<file path="src/rtl/brg_pkg.sv">
package brg_pkg;

  // Strobes from the control to the counter datapath
  typedef struct packed {
    logic load;   // restart the count from the reload value
    logic fire;   // terminal count reached: reload and pulse
  } brgStrobe_t;

  // {busEnable, timerIrqEn}
  typedef enum logic [1:0] {
    MODE_IDLE  = 2'b00,
    MODE_TIMER = 2'b01,
    MODE_BUS   = 2'b10,
    MODE_BUS_T = 2'b11
  } brgMode_t;

endpackage

</file>
<file path="src/rtl/brg_datapath.sv">
module brg_datapath
  import brg_pkg::*;
#(
  parameter int CNT_W = 16
) (
  input  logic             clk,
  input  logic             rstN,
  input  logic [CNT_W-1:0] reloadVal,
  input  brgStrobe_t       strobe,
  output logic             cntIsOne
);

  localparam int CW = CNT_W + 1;
  localparam logic [CW-1:0] MAX_COUNT = {1'b1, {CNT_W{1'b0}}};
  localparam logic [CW-1:0] ONE = {{CNT_W{1'b0}}, 1'b1};

  logic [CW-1:0] cnt;
  logic [CW-1:0] effReload;

  // zero reload means the full 2^CNT_W span
  always_comb begin
    if (reloadVal == '0) effReload = MAX_COUNT;
    else                 effReload = {1'b0, reloadVal};
  end

  always_ff @(posedge clk or negedge rstN) begin
    if (!rstN)                          cnt <= '0;
    else if (strobe.load || strobe.fire) cnt <= effReload;
    else                                 cnt <= cnt - ONE;
  end

  assign cntIsOne = (cnt == ONE);


  count_bound_chk: assert property (@(posedge clk) disable iff (!rstN)
    cnt <= MAX_COUNT);


  count_nonzero_chk: assert property (@(posedge clk) disable iff (!rstN)
    1'b1 |=> (cnt != '0));


  hold_reload_chk: assert property (@(posedge clk) disable iff (!rstN)
    (!strobe.load && !strobe.fire && !$isunknown(cnt) && cnt != '0)
      |=> (cnt < $past(cnt)));

endmodule

</file>
<file path="src/rtl/brg_ctrl.sv">
module brg_ctrl
  import brg_pkg::*;
(
  input  logic       clk,
  input  logic       rstN,
  input  logic       busEnable,
  input  logic       timerIrqEn,
  input  logic       cntIsOne,
  output brgStrobe_t strobe,
  output logic       baudTick,
  output logic       timerIrq
);

  brgMode_t curMode;
  brgMode_t prevMode;
  logic     modeChg;
  logic     active;

  assign curMode = brgMode_t'({busEnable, timerIrqEn});
  assign modeChg = (curMode != prevMode);
  assign active  = (curMode != MODE_IDLE);

  // idle keeps the counter parked on the reload value
  always_comb begin
    strobe.load = modeChg || !active;
    strobe.fire = active && !strobe.load && cntIsOne;
  end

  always_ff @(posedge clk or negedge rstN) begin
    if (!rstN) begin
      prevMode <= MODE_IDLE;
      baudTick <= 1'b0;
      timerIrq <= 1'b0;
    end else begin
      prevMode <= curMode;
      baudTick <= strobe.fire && busEnable;
      timerIrq <= strobe.fire && !busEnable && timerIrqEn;
    end
  end


  timer_gate_chk: assert property (@(posedge clk) disable iff (!rstN)
    timerIrq |-> $past(!busEnable && timerIrqEn));


  tick_gate_chk: assert property (@(posedge clk) disable iff (!rstN)
    baudTick |-> $past(busEnable));


  out_excl_chk: assert property (@(posedge clk) disable iff (!rstN)
    !(baudTick && timerIrq));


  restart_quiet_chk: assert property (@(posedge clk) disable iff (!rstN)
    modeChg |=> (!baudTick && !timerIrq));


  idle_quiet_chk: assert property (@(posedge clk) disable iff (!rstN)
    $past(curMode == MODE_IDLE) |-> (!baudTick && !timerIrq));

endmodule

</file>
<file path="src/rtl/i2c_brg_timer.sv">
module i2c_brg_timer
  import brg_pkg::*;
#(
  parameter int CNT_W = 16
) (
  input  logic             clk,
  input  logic             rstN,
  input  logic [CNT_W-1:0] reloadVal,
  input  logic             busEnable,
  input  logic             timerIrqEn,
  output logic             baudTick,
  output logic             timerIrq
);

  brgStrobe_t strobe;
  logic       cntIsOne;

  brg_ctrl ctrl_i (
    .clk        (clk),
    .rstN       (rstN),
    .busEnable  (busEnable),
    .timerIrqEn (timerIrqEn),
    .cntIsOne   (cntIsOne),
    .strobe     (strobe),
    .baudTick   (baudTick),
    .timerIrq   (timerIrq)
  );

  brg_datapath #(.CNT_W(CNT_W)) dp_i (
    .clk       (clk),
    .rstN      (rstN),
    .reloadVal (reloadVal),
    .strobe    (strobe),
    .cntIsOne  (cntIsOne)
  );

endmodule

</file>
<file path="config.mk">
export PLATFORM = sky130hd
export DESIGN_NAME = i2c_brg_timer
export DESIGN_NICKNAME = d
export VERILOG_FILES = /design/src/rtl/brg_pkg.sv /design/src/rtl/brg_datapath.sv /design/src/rtl/brg_ctrl.sv /design/src/rtl/i2c_brg_timer.sv
export SDC_FILE = /design/constraint.sdc
export NUM_CORES = 1
export LEC_CHECK = 0
export CAP_MARGIN = 10
export CORE_AREA = 2 2 48 84
export CTS_CLUSTER_DIAMETER = 200
export DETAILED_ROUTE_END_ITERATION = 8
export DIE_AREA = 0 0 50 86
export GPL_TIMING_DRIVEN = 0
export SYNTH_ARGS = -nofsm -noshare
export SYNTH_HDL_FRONTEND = slang
export SYNTH_SLANG_ARGS = --single-unit
</file>
<file path="constraint.sdc">
create_clock -name clk -period 5.6 [get_ports clk]
set_clock_uncertainty 0.15 [all_clocks]
set_input_delay 0.56 -clock clk [delete_from_list [all_inputs] [get_ports clk]]
set_output_delay 0.56 -clock clk [all_outputs]
set_load 0.02 [all_outputs]
</file>
==> impl_results.html, run 1 <==
<table>
<tr><th>Metric</th><th>Value</th></tr>
<tr><th colspan="2">Finish</th></tr>
<tr><td>Share of final-layout standard cells stronger than drive strength 1</td><td>0.221</td></tr>
<tr><td>Relative area change from synthesis to final layout</td><td>25.4%</td></tr>
<tr><td>Register area</td><td>526 µm²</td></tr>
<tr><td>Post-layout nets</td><td>145</td></tr>
<tr><td># fillers</td><td>339</td></tr>
<tr><td>Multi-input logic area</td><td>674 µm²</td></tr>
<tr><td>Commonest cells after routing, fill and taps aside</td><td>sky130_fd_sc_hd__dfrtp_1 (21), sky130_fd_sc_hd__clkdlybuf4s50_1 (21), sky130_fd_sc_hd__xnor2_1 (10)</td></tr>
<tr><td>Antenna diodes</td><td>0</td></tr>
<tr><th colspan="2">Power</th></tr>
<tr><td>Switch share</td><td>0.269</td></tr>
<tr><td>Share of total power in the clock network</td><td>0.288</td></tr>
<tr><td>Power dissipated by switching net loads</td><td>94.1 µW</td></tr>
<tr><td>Leakage Power</td><td>0.000628 µW</td></tr>
<tr><td>Internal power</td><td>256 µW</td></tr>
<tr><td>Maximum ir drop on the vdd rail</td><td>0.135 mV</td></tr>
<tr><td>Gate power share</td><td>0.195</td></tr>
<tr><td>Sequential share of power</td><td>0.517</td></tr>
<tr><td>Areal power density over the cells</td><td>227 mW/mm²</td></tr>
<tr><th colspan="2">CTS</th></tr>
<tr><td>Total of hold buffers inserted after clock tree synthesis</td><td>0</td></tr>
<tr><td>CTS tree</td><td>built</td></tr>
<tr><td>Number of H-tree branching levels</td><td>1</td></tr>
<tr><td>Setup fix buffers added after clock tree synthesis</td><td>0</td></tr>
<tr><td>Post-cts sizing count</td><td>0</td></tr>
<tr><td>Clock Path Buffers</td><td>2</td></tr>
<tr><td>CTS clock-pin slew for the worst setup and hold paths</td><td>80 ps</td></tr>
<tr><td>Later-pin clock latency in the skew report</td><td>260 ps</td></tr>
<tr><td>Number of buffers created by CTS</td><td>3</td></tr>
<tr><td>Root buffer cell</td><td>sky130_fd_sc_hd__clkbuf_8</td></tr>
<tr><td>Total number of clock tree sinks</td><td>21</td></tr>
<tr><th colspan="2">Floorplan</th></tr>
<tr><td>Starting density of the core</td><td>0.343</td></tr>
<tr><td>Width of the chip</td><td>50 µm</td></tr>
<tr><td>Number of I/O pins</td><td>22</td></tr>
<tr><td>Std-Cell Rows</td><td>29</td></tr>
<tr><td>Floorplan die height</td><td>86 µm</td></tr>
<tr><td>Die Area</td><td>0.00430 mm²</td></tr>
<tr><td>Floorplan Core Area</td><td>0.00359 mm²</td></tr>
<tr><th colspan="2">Global route</th></tr>
<tr><td>Met2 global-route usage</td><td>0.240</td></tr>
<tr><td>Number of antenna violations at the first check in global routing</td><td>0</td></tr>
<tr><td>Via count of the first global-routing pass</td><td>955</td></tr>
<tr><td>Total global routing overflow</td><td>0</td></tr>
<tr><td>Global-route wire length before repair</td><td>4.40 mm</td></tr>
<tr><td>Routing usage on met1</td><td>0.147</td></tr>
<tr><td>Overall global routing resource usage</td><td>0.137</td></tr>
<tr><td>Pin count of the biggest net entering global routing</td><td>22</td></tr>
<tr><td>Most heavily used metal layer in global routing</td><td>met2</td></tr>
<tr><td>Met3 Track Usage GR</td><td>0.0261</td></tr>
<tr><th colspan="2">Timing</th></tr>
<tr><td>Final setup viols</td><td>0</td></tr>
<tr><td>Pins Over Slew Limit</td><td>0</td></tr>
<tr><td>Worst slew margin relative to its limit</td><td>0.358</td></tr>
<tr><td>Post-layout min period</td><td>2190 ps</td></tr>
<tr><td>Worst-margin pin slew</td><td>961 ps</td></tr>
<tr><td>Final-report hold violation count</td><td>0</td></tr>
<tr><td>Final clock period utilization by the worst path</td><td>0.391</td></tr>
<tr><td>Setup TNS after final layout</td><td>0 ps</td></tr>
<tr><td>Worst-case hold slack</td><td>483 ps</td></tr>
<tr><td>RSZ-0062 raised after global routing</td><td>no</td></tr>
<tr><td>Max Freq</td><td>457 MHz</td></tr>
<tr><th colspan="2">Flow run</th></tr>
<tr><td>Max Cap Viol</td><td>0</td></tr>
<tr><th colspan="2">Critical path</th></tr>
<tr><td>Startpoint Class</td><td>flip-flop</td></tr>
<tr><td>Kind of critical path</td><td>reg2reg</td></tr>
<tr><td>Endpoint class of the critical path</td><td>flip-flop</td></tr>
<tr><td>Required time of the worst setup path</td><td>5600 ps</td></tr>
<tr><td>Biggest fanout along the worst timing path</td><td>10</td></tr>
<tr><td>Data arrival at the endpoint of the critical path</td><td>2190 ps</td></tr>
<tr><th colspan="2">Placement</th></tr>
<tr><td>Number of buffer cells added on primary ports</td><td>21</td></tr>
<tr><td>HPWL after detailed placement</td><td>1.94 mm</td></tr>
<tr><td>Final RePlAce weighted congestion</td><td>0.785</td></tr>
<tr><th colspan="2">Routing</th></tr>
<tr><td>First DRT Iteration DRCs</td><td>15</td></tr>
<tr><td>Per-cell routed wire length</td><td>14.9 µm</td></tr>
<tr><td>Count of TritonRoute iterations in the first routing pass</td><td>4</td></tr>
<tr><td>Count of vias placed by the detailed router</td><td>844</td></tr>
<tr><td>Routed wire length</td><td>2.50 mm</td></tr>
<tr><td>Remaining DRCs</td><td>0</td></tr>
<tr><td>Routed via count divided by cell count</td><td>5.02</td></tr>
<tr><td>Count of antenna-violating nets left after detailed routing</td><td>0</td></tr>
<tr><th colspan="2">Synth</th></tr>
<tr><td>Largest family of logic cells by synthesized area</td><td>simple AND/OR/NAND/NOR gates</td></tr>
<tr><td>Top cells by area, synth</td><td>sky130_fd_sc_hd__dfrtp_1 (43%), sky130_fd_sc_hd__mux2_4 (11%), sky130_fd_sc_hd__xnor2_1 (7.1%), sky130_fd_sc_hd__mux2_2 (5.5%), sky130_fd_sc_hd__nor4_1 (3.6%)</td></tr>
<tr><td>Simple logic cell fraction of the synthesized area</td><td>0.226</td></tr>
<tr><td>Post-synthesis instance area</td><td>0.00123 mm²</td></tr>
<tr><td>Fraction of the yosys area taken by sequential cells</td><td>0.427</td></tr>
<tr><td>Synth Area in Compound Gates</td><td>0.0224</td></tr>
<tr><td>Multiplexer area fraction after synthesis</td><td>0.173</td></tr>
<tr><td>Synthesis-stage register bit count</td><td>21</td></tr>
<tr><td>Synthesized instance count</td><td>97</td></tr>
<tr><td>Xor and xnor area share after synthesis</td><td>0.107</td></tr>
<tr><td>Leading area contributor after synthesis</td><td>sky130_fd_sc_hd__dfrtp_1</td></tr>
<tr><td>Syn avg cell area</td><td>12.7 µm²</td></tr>
<tr><td>Area share of fa/ha/maj cells after synthesis</td><td>0.0203</td></tr>
<tr><td>Yosys warning total</td><td>0</td></tr>
<tr><td>Area share of the largest cell type after synthesis</td><td>0.427</td></tr>
<tr><td>Count of unique library cells instantiated by Yosys</td><td>30</td></tr>
<tr><td>Synthesized Nets</td><td>119</td></tr>
<tr><th colspan="2">Outcome</th></tr>
<tr><td>Run status</td><td>finished clean</td></tr>
<tr><th colspan="2">Hold path</th></tr>
<tr><td>Tightest Hold Check Type</td><td>reg2reg</td></tr>
</table>
[worst max-delay path, cell delays in order (launching register included)]
cell	delay, ps
sky130_fd_sc_hd__dfrtp_1	450
sky130_fd_sc_hd__nor4_4	610
sky130_fd_sc_hd__nand4_4	220
sky130_fd_sc_hd__nand2_4	180
sky130_fd_sc_hd__buf_12	160
sky130_fd_sc_hd__mux2_4	300
[path summary, 6_finish.rpt]
kind	from	end	slack, ps	cells after the start
hold reg to reg	dp_i.cnt[16]	dp_i.cnt[16]	480	2
min in group asynchronous	rstN	dp_i.cnt[4]	670	1
max in group asynchronous	rstN	ctrl_i.timerIrq	4030	1
setup / recovery	dp_i.cnt[5]	dp_i.cnt[10]	3410	5
setup reg to reg	dp_i.cnt[5]	dp_i.cnt[10]	3410	5
hold / removal	dp_i.cnt[16]	dp_i.cnt[16]	480	2
[cells by family (layout without fill, tap and decap cells)]
logic type,Yosys count,after routing
simple gates,35,35
mux,16,16
compound gates,4,4
xor+xnor,15,15
flops,21,21
buf+inv,4,29
fa+ha+maj,2,2
[state kept, by name, indices dropped and copies added (netlist names)]
signal	flops
ctrl_i.prevMode	2
ctrl_i.timerIrq	1
dp_i.cnt	17
ctrl_i.baudTick	1
[synthesized netlist by cell type]
cell and instances:
sky130_fd_sc_hd__xnor2_1 10, sky130_fd_sc_hd__nand4_1 5, sky130_fd_sc_hd__nor3_1 2, sky130_fd_sc_hd__nand4b_1 1, sky130_fd_sc_hd__ha_1 2, sky130_fd_sc_hd__nor4_4 2, sky130_fd_sc_hd__and4bb_2 1, sky130_fd_sc_hd__inv_1 3
sky130_fd_sc_hd__nor4bb_1 1, sky130_fd_sc_hd__nor4_1 7, sky130_fd_sc_hd__mux2_4 9, sky130_fd_sc_hd__nand4_4 1, sky130_fd_sc_hd__a31o_2 1, sky130_fd_sc_hd__buf_12 1, sky130_fd_sc_hd__mux2_2 6, sky130_fd_sc_hd__mux2i_1 1
sky130_fd_sc_hd__o31ai_1 1, sky130_fd_sc_hd__nand2_4 1, sky130_fd_sc_hd__nor3b_2 1, sky130_fd_sc_hd__a21oi_1 1, sky130_fd_sc_hd__xor2_1 5, sky130_fd_sc_hd__nand3b_1 1, sky130_fd_sc_hd__dfrtp_1 21, sky130_fd_sc_hd__nor3b_1 1
sky130_fd_sc_hd__a31oi_1 1, sky130_fd_sc_hd__nor2_1 4, sky130_fd_sc_hd__or4_1 1, sky130_fd_sc_hd__nand2_1 3, sky130_fd_sc_hd__nor4b_2 1, sky130_fd_sc_hd__nand3_1 2
[final cells by class]
type	count	area share
Multi-Input combinational cell	72	0.437
Sequential cell	21	0.340
Timing Repair Buffer	21	0.136
Tap cell	46	0.0373
Clock buffer	4	0.0292
Buffer	1	0.0130
Inverter	3	0.00729
[metrics by stage]
step	util	worst slack, ps	area, µm²	power [µW]	cells
global route	0.430	3250	1540	369	168
global placement	0.417	3220	1500	251	164
floorplan	-	3620	1230	224	97
CTS	0.430	3370	1540	353	168
detailed placement	0.417	3190	1500	253	164
finish	0.430	3410	1540	350	168
[metal layers]
| metal | share of wire | up-vias |
|---|---|---|
| met5 | 0 | - |
| met4 | 0.033 | 0 |
| met3 | 0.036 | 6 |
| met2 | 0.54 | 19 |
| met1 | 0.39 | 411 |
| li1 | - | 408 |
[power by group through the flow]
stage	combinational, µW	clock [µW]	sequential, µW
floorplan	43.5	0	181
global placement	67.4	0	183
detailed placement	69.2	0	183
CTS	69.5	103	181
global route	75.5	110	183
finish	68.2	101	181
(Power assumes the default switching activity.)
==> inputs of run 2 (changes only) <==
Clock period 5.6 ns to 2.1 ns, I/O delays scaled along.
==> run 2 against run 1 <==
Register-to-register slack lost 3300 ps. Hold slack got worse by 160 ps. Cell count rose by 3.6%. Die area did not move. Flip-flop and latch count stayed put. First-iteration DRC count down 67%. Non-clock buffer count increased by 6. Sequential power grew to 2.7 times the previous value. Utilization rose by 2.2 points. Global-route usage up 0.36 points. Cell area is 5.1% higher. Worst setup slack worse by 3300 ps.
==> impl_results.html, run 2 (synthesized netlist as in run 1, its figures left out) <==
<table>
<tr><th>Metric</th><th>Value</th></tr>
<tr><th colspan="2">Outcome</th></tr>
<tr><td>Run status</td><td>finished clean</td></tr>
<tr><th colspan="2">Power</th></tr>
<tr><td>Sequential share of power</td><td>0.516</td></tr>
<tr><td>Maximum ir drop on the vdd rail</td><td>0.358 mV</td></tr>
<tr><td>Internal power</td><td>695 µW</td></tr>
<tr><td>Areal power density over the cells</td><td>585 mW/mm²</td></tr>
<tr><td>Power dissipated by switching net loads</td><td>255 µW</td></tr>
<tr><td>Gate power share</td><td>0.209</td></tr>
<tr><td>Share of total power in the clock network</td><td>0.275</td></tr>
<tr><td>Leakage Power</td><td>0.000662 µW</td></tr>
<tr><td>Total design power</td><td>950 µW</td></tr>
<tr><td>Switch share</td><td>0.268</td></tr>
<tr><th colspan="2">Floorplan</th></tr>
<tr><td>Std-Cell Rows</td><td>29</td></tr>
<tr><td>Starting density of the core</td><td>0.343</td></tr>
<tr><td>Die Area</td><td>0.00430 mm²</td></tr>
<tr><td>Width of the chip</td><td>50 µm</td></tr>
<tr><td>Floorplan die height</td><td>86 µm</td></tr>
<tr><td>Number of I/O pins</td><td>22</td></tr>
<tr><td>Floorplan Core Area</td><td>0.00359 mm²</td></tr>
<tr><th colspan="2">Finish</th></tr>
<tr><td>Multi-input logic area</td><td>708 µm²</td></tr>
<tr><td>Share of final-layout standard cells stronger than drive strength 1</td><td>0.281</td></tr>
<tr><td>Antenna diodes</td><td>0</td></tr>
<tr><td>Register area</td><td>526 µm²</td></tr>
<tr><td>Registers with the highest flip-flop counts</td><td>dp_i.cnt: 17 flops, ctrl_i.prevMode: 2 flops</td></tr>
<tr><td>Relative area change from synthesis to final layout</td><td>31.8%</td></tr>
<tr><td>Commonest cells after routing, fill and taps aside</td><td>sky130_fd_sc_hd__dfrtp_1 (21), sky130_fd_sc_hd__clkdlybuf4s50_1 (21), sky130_fd_sc_hd__xnor2_1 (10)</td></tr>
<tr><td>Post-layout nets</td><td>151</td></tr>
<tr><td># fillers</td><td>332</td></tr>
<tr><td>Largest register FFs</td><td>17</td></tr>
<tr><td>Register name with the most flops</td><td>dp_i.cnt</td></tr>
<tr><th colspan="2">Hold path</th></tr>
<tr><td>Tightest Hold Check Type</td><td>in2async</td></tr>
<tr><th colspan="2">Timing</th></tr>
<tr><td>Pins Over Slew Limit</td><td>0</td></tr>
<tr><td>Final setup viols</td><td>0</td></tr>
<tr><td>Post-layout min period</td><td>1970 ps</td></tr>
<tr><td>Worst-margin pin slew</td><td>954 ps</td></tr>
<tr><td>Setup TNS after final layout</td><td>0 ps</td></tr>
<tr><td>Max Freq</td><td>508 MHz</td></tr>
<tr><td>Worst-case hold slack</td><td>325 ps</td></tr>
<tr><td>Final clock period utilization by the worst path</td><td>0.937</td></tr>
<tr><td>Worst slew margin relative to its limit</td><td>0.362</td></tr>
<tr><td>Final-report hold violation count</td><td>0</td></tr>
<tr><td>Final critical-path setup slack</td><td>133 ps</td></tr>
<tr><td>RSZ-0062 raised after global routing</td><td>no</td></tr>
<tr><th colspan="2">Critical path</th></tr>
<tr><td>Biggest fanout along the worst timing path</td><td>7</td></tr>
<tr><td>Required time of the worst setup path</td><td>2100 ps</td></tr>
<tr><td>Endpoint class of the critical path</td><td>flip-flop</td></tr>
<tr><td>Data arrival at the endpoint of the critical path</td><td>1960 ps</td></tr>
<tr><td>Startpoint Class</td><td>flip-flop</td></tr>
<tr><td>Kind of critical path</td><td>reg2reg</td></tr>
<tr><th colspan="2">CTS</th></tr>
<tr><td>Root buffer cell</td><td>sky130_fd_sc_hd__clkbuf_8</td></tr>
<tr><td>Number of buffers created by CTS</td><td>3</td></tr>
<tr><td>Total number of clock tree sinks</td><td>21</td></tr>
<tr><td>Number of H-tree branching levels</td><td>1</td></tr>
<tr><td>Later-pin clock latency in the skew report</td><td>260 ps</td></tr>
<tr><td>Clock Path Buffers</td><td>2</td></tr>
<tr><td>Total of hold buffers inserted after clock tree synthesis</td><td>0</td></tr>
<tr><td>CTS tree</td><td>built</td></tr>
<tr><td>CTS clock-pin slew for the worst setup and hold paths</td><td>70 ps</td></tr>
<tr><th colspan="2">Global route</th></tr>
<tr><td>Via count of the first global-routing pass</td><td>976</td></tr>
<tr><td>Total global routing overflow</td><td>0</td></tr>
<tr><td>Overall global routing resource usage</td><td>0.141</td></tr>
<tr><td>Number of antenna violations at the first check in global routing</td><td>0</td></tr>
<tr><td>Global-route wire length before repair</td><td>4.51 mm</td></tr>
<tr><td>Pin count of the biggest net entering global routing</td><td>22</td></tr>
<tr><th colspan="2">Flow run</th></tr>
<tr><td>Max Cap Viol</td><td>0</td></tr>
<tr><th colspan="2">Placement</th></tr>
<tr><td>DP Worst Slack</td><td>-90.0 ps</td></tr>
<tr><td>Number of buffer cells added on primary ports</td><td>21</td></tr>
<tr><td>Final RePlAce weighted congestion</td><td>0.785</td></tr>
<tr><td>HPWL after detailed placement</td><td>1.94 mm</td></tr>
<tr><th colspan="2">Routing</th></tr>
<tr><td>Routed via count divided by cell count</td><td>5.09</td></tr>
<tr><td>First DRT Iteration DRCs</td><td>5</td></tr>
<tr><td>Remaining DRCs</td><td>0</td></tr>
<tr><td>Count of TritonRoute iterations in the first routing pass</td><td>4</td></tr>
<tr><td>Per-cell routed wire length</td><td>14.9 µm</td></tr>
<tr><td>Routed wire length</td><td>2.60 mm</td></tr>
<tr><td>Count of vias placed by the detailed router</td><td>885</td></tr>
<tr><td>Count of antenna-violating nets left after detailed routing</td><td>0</td></tr>
</table>
[run 2: repair_timing]
action | in CTS | in global routing
buffers inserted | 1 | 5
resized for setup | 1 | 4
endpoints found under the setup margin | 13 | 9
pin swaps | 1 | 1
[run 2: layout make-up]
type	instances	share of cell area
Timing Repair Buffer	27	0.157
Inverter	3	0.00694
Buffer	1	0.0123
Tap cell	46	0.0355
Clock buffer	4	0.0278
Multi-Input combinational cell	72	0.436
Sequential cell	21	0.324
[run 2: final timing paths]
check / startpoint / depth (start not counted) / slack [ps] / end
setup / recovery: dp_i.cnt[0] / 6 / 130 / dp_i.cnt[12]
hold reg to reg: dp_i.cnt[15] / 2 / 510 / dp_i.cnt[15]
hold / removal: rstN / 1 / 330 / dp_i.cnt[4]
max in group asynchronous: rstN / 1 / 890 / ctrl_i.timerIrq
min in group clk: timerIrqEn / 1 / 330 / ctrl_i.prevMode[0]
setup reg to reg: dp_i.cnt[0] / 6 / 130 / dp_i.cnt[12]
[run 2: per-layer routing]
| layer | vias to the layer above | GRT usage | share of wire |
|---|---|---|---|
| met2 | 24 | 0.251 | 0.55 |
| met3 | 8 | 0.0261 | 0.041 |
| met1 | 433 | 0.148 | 0.38 |
| met4 | 0 | 0.0859 | 0.034 |
| li1 | 420 | - | - |
| met5 | - | 0 | 0 |
[run 2: worst max-delay path, cell delays in order (launching register included)]
cell	delay [ps]
sky130_fd_sc_hd__dfrtp_1	440
sky130_fd_sc_hd__inv_1	110
sky130_fd_sc_hd__ha_1	200
sky130_fd_sc_hd__nor3b_4	370
sky130_fd_sc_hd__nand4b_1	170
sky130_fd_sc_hd__xnor2_1	160
sky130_fd_sc_hd__mux2_4	270
[run 2: power by group through the flow]
stage	logic [µW]	clock network [µW]	registers, µW
5_1_grt	218	293	496
4_1_cts	187	275	484
3_3_place_gp	180	0	488
2_1_floorplan	116	0	481
3_5_place_dp	184	0	489
6_report	198	261	490
[run 2: stage by stage]
step,utilization,area [µm²],instances
after floorplan,-,1230,97
after global routing,0.452,1620,174
final,0.452,1620,174
after CTS,0.434,1560,169
after detailed placement,0.417,1500,164
after global placement,0.417,1500,164
==> inputs of run 3 (changes only) <==
Settings changed: CELL_PAD_IN_SITES_DETAIL_PLACEMENT from default to 1, CELL_PAD_IN_SITES_GLOBAL_PLACEMENT from default to 1, PLACE_DENSITY_LB_ADDON from default to 0.1.
==> run 3 against run 2 <==
Clock power is 6% higher. Via count grew 1.8%. Utilization up 0.35 points. Non-clock buffer count unchanged. Count of clock-buffer cells in the layout down 1. Total power grew 1.6%. Die area is the same. Routed wire length up 10%.
==> impl_results.html, run 3 (synthesized netlist as in run 1, its figures left out) <==
<table>
<tr><th>Metric</th><th>Value</th></tr>
<tr><th colspan="2">Timing</th></tr>
<tr><td>Final critical-path setup slack</td><td>45.5 ps</td></tr>
<tr><td>Pins Over Slew Limit</td><td>0</td></tr>
<tr><td>Max Freq</td><td>487 MHz</td></tr>
<tr><td>Final clock period utilization by the worst path</td><td>0.978</td></tr>
<tr><td>Worst-margin pin slew</td><td>1010 ps</td></tr>
<tr><td>RSZ-0062 raised after global routing</td><td>no</td></tr>
<tr><td>Post-layout min period</td><td>2050 ps</td></tr>
<tr><td>Worst slew margin relative to its limit</td><td>0.323</td></tr>
<tr><td>Final setup viols</td><td>0</td></tr>
<tr><td>Final-report hold violation count</td><td>0</td></tr>
<tr><th colspan="2">Critical path</th></tr>
<tr><td>CP delay by family, top</td><td>simple AND/OR/NAND/NOR gates</td></tr>
<tr><td>Kind of critical path</td><td>reg2reg</td></tr>
<tr><td>Required time of the worst setup path</td><td>2100 ps</td></tr>
<tr><td>Data arrival at the endpoint of the critical path</td><td>2060 ps</td></tr>
<tr><td>Worst path cell trace</td><td>or4_1, nor4_1, xor2_1, mux2_4</td></tr>
<tr><td>Endpoint class of the critical path</td><td>flip-flop</td></tr>
<tr><td>CP max stage cell</td><td>sky130_fd_sc_hd__or4_1</td></tr>
<tr><td>Startpoint Class</td><td>flip-flop</td></tr>
<tr><td>Buffers plus inverters on the worst setup path</td><td>0</td></tr>
<tr><td>Largest stage delay on the critical path</td><td>620 ps</td></tr>
<tr><td>Biggest fanout along the worst timing path</td><td>5</td></tr>
<tr><th colspan="2">Finish</th></tr>
<tr><td>Share of final-layout standard cells stronger than drive strength 1</td><td>0.281</td></tr>
<tr><td>Relative area change from synthesis to final layout</td><td>32.8%</td></tr>
<tr><td>Share of the core filled with cells in the final layout</td><td>0.455</td></tr>
<tr><td>Registers with the highest flip-flop counts</td><td>dp_i.cnt: 17 flops, ctrl_i.prevMode: 2 flops</td></tr>
<tr><td>Post-layout nets</td><td>151</td></tr>
<tr><td>Largest register FFs</td><td>17</td></tr>
<tr><td>Commonest cells after routing, fill and taps aside</td><td>sky130_fd_sc_hd__dfrtp_1 (21), sky130_fd_sc_hd__clkdlybuf4s50_1 (21), sky130_fd_sc_hd__xnor2_1 (10)</td></tr>
<tr><td>Register name with the most flops</td><td>dp_i.cnt</td></tr>
<tr><td>Antenna diodes</td><td>0</td></tr>
<tr><th colspan="2">Flow run</th></tr>
<tr><td>Max Cap Viol</td><td>0</td></tr>
<tr><th colspan="2">Power</th></tr>
<tr><td>Maximum ir drop on the vdd rail</td><td>0.309 mV</td></tr>
<tr><td>Leakage Power</td><td>0.000671 µW</td></tr>
<tr><td>Areal power density over the cells</td><td>590 mW/mm²</td></tr>
<tr><th colspan="2">Outcome</th></tr>
<tr><td>Run status</td><td>finished clean</td></tr>
<tr><th colspan="2">CTS</th></tr>
<tr><td>Root buffer cell</td><td>sky130_fd_sc_hd__clkbuf_8</td></tr>
<tr><td>Clock Path Buffers</td><td>2</td></tr>
<tr><td>Number of buffers created by CTS</td><td>3</td></tr>
<tr><td>Total of hold buffers inserted after clock tree synthesis</td><td>0</td></tr>
<tr><td>Later-pin clock latency in the skew report</td><td>270 ps</td></tr>
<tr><td>CTS tree</td><td>built</td></tr>
<tr><td>Number of H-tree branching levels</td><td>1</td></tr>
<tr><td>Total number of clock tree sinks</td><td>21</td></tr>
<tr><td>CTS clock-pin slew for the worst setup and hold paths</td><td>90 ps</td></tr>
<tr><th colspan="2">Routing</th></tr>
<tr><td>Count of TritonRoute iterations in the first routing pass</td><td>2</td></tr>
<tr><td>Count of vias placed by the detailed router</td><td>901</td></tr>
<tr><td>Routed via count divided by cell count</td><td>5.18</td></tr>
<tr><td>Routed wire length</td><td>2.86 mm</td></tr>
<tr><td>First DRT Iteration DRCs</td><td>9</td></tr>
<tr><td>Remaining DRCs</td><td>0</td></tr>
<tr><td>Count of antenna-violating nets left after detailed routing</td><td>0</td></tr>
<tr><td>Per-cell routed wire length</td><td>16.4 µm</td></tr>
<tr><th colspan="2">Floorplan</th></tr>
<tr><td>Std-Cell Rows</td><td>29</td></tr>
<tr><td>Number of I/O pins</td><td>22</td></tr>
<tr><td>Starting density of the core</td><td>0.343</td></tr>
<tr><td>Floorplan die height</td><td>86 µm</td></tr>
<tr><td>Die Area</td><td>0.00430 mm²</td></tr>
<tr><td>Width of the chip</td><td>50 µm</td></tr>
<tr><td>Floorplan Core Area</td><td>0.00359 mm²</td></tr>
<tr><th colspan="2">Placement</th></tr>
<tr><td>Number of buffer cells added on primary ports</td><td>21</td></tr>
<tr><td>Final RePlAce weighted congestion</td><td>0.768</td></tr>
<tr><td>HPWL after detailed placement</td><td>2.09 mm</td></tr>
<tr><td>DP Worst Slack</td><td>-125 ps</td></tr>
<tr><th colspan="2">Global route</th></tr>
<tr><td>Total global routing overflow</td><td>0</td></tr>
<tr><td>Global-route wire length before repair</td><td>4.82 mm</td></tr>
<tr><td>Pin count of the biggest net entering global routing</td><td>22</td></tr>
<tr><td>Via count of the first global-routing pass</td><td>970</td></tr>
<tr><td>Overall global routing resource usage</td><td>0.148</td></tr>
<tr><td>Number of antenna violations at the first check in global routing</td><td>0</td></tr>
<tr><th colspan="2">Hold path</th></tr>
<tr><td>Tightest Hold Check Type</td><td>in2reg</td></tr>
</table>
-- run 3: cell types whose count changed in the layout (fill, tap and decap cells not counted) --
cell	previous run	this run
sky130_fd_sc_hd__nor4_2	3	1
sky130_fd_sc_hd__clkbuf_1	1	0
sky130_fd_sc_hd__clkinv_2	0	1
sky130_fd_sc_hd__nand2_4	1	0
sky130_fd_sc_hd__nand2_8	0	1
sky130_fd_sc_hd__nor4_1	4	5
sky130_fd_sc_hd__nor4_4	2	3
-- run 3: cell type report --
cell class / count / area [µm²]
Tap cell: 46 / 57.6
Inverter: 3 / 11.3
Sequential cell: 21 / 526
Clock buffer: 3 / 41.3
Fill cell: 380 / 1960
Timing Repair Buffer: 27 / 255
Buffer: 1 / 20.0
Multi-Input combinational cell: 72 / 719
Clock inverter: 1 / 5.00
-- run 3: layer usage --
layer,vias up,GRT usage,share of wire
li1,427,-,-
met1,451,0.165,0.39
met2,17,0.269,0.56
met5,-,0,0
met3,6,0.0244,0.027
met4,0,0.0581,0.024
-- run 3: worst paths after layout --
path	from	cells past startpoint	end	slack (ps)
setup / recovery	dp_i.cnt[3]	4	dp_i.cnt[7]	50
hold / removal	timerIrqEn	1	ctrl_i.prevMode[0]	320
setup reg to reg	dp_i.cnt[3]	4	dp_i.cnt[7]	50
hold reg to reg	dp_i.cnt[16]	2	dp_i.cnt[16]	520
max in group asynchronous	rstN	1	dp_i.cnt[2]	840
min in group asynchronous	rstN	1	dp_i.cnt[8]	350
-- run 3: timing repair --
action	CTS	global route
buffers inserted	1	5
pin swaps	1	2
resized for setup	1	5
gates cloned	0	0
endpoints found under the setup margin	16	11
-- run 3: per-stage QoR --
step / setup TNS, ps / hold slack [ps] / area, µm² / std cells / power [µW]
5_1_grt: 0 / 343 / 1640 / 174 / 1010
3_5_place_dp: -1060 / 462 / 1500 / 164 / 676
2_1_floorplan: 0 / -236 / 1230 / 97 / 597
3_3_place_gp: -1160 / 456 / 1500 / 164 / 671
4_1_cts: 0 / 321 / 1560 / 169 / 964
6_report: 0 / 322 / 1640 / 174 / 965
-- run 3: worst register-to-register path: stages (launching register included) --
cell                      delay (ps)
sky130_fd_sc_hd__dfrtp_1         480
sky130_fd_sc_hd__or4_1           620
sky130_fd_sc_hd__nor4_1          300
sky130_fd_sc_hd__xor2_1          110
sky130_fd_sc_hd__mux2_4          280
-- run 3: power breakdown --
part / internal [µW] / switching, µW / leakage (µW)
sequential: 436 / 55.0 / 0.000252
combinational: 122 / 76.0 / 0.000394
clock: 132 / 144 / 0.0000255
total: 690 / 275 / 0.000671
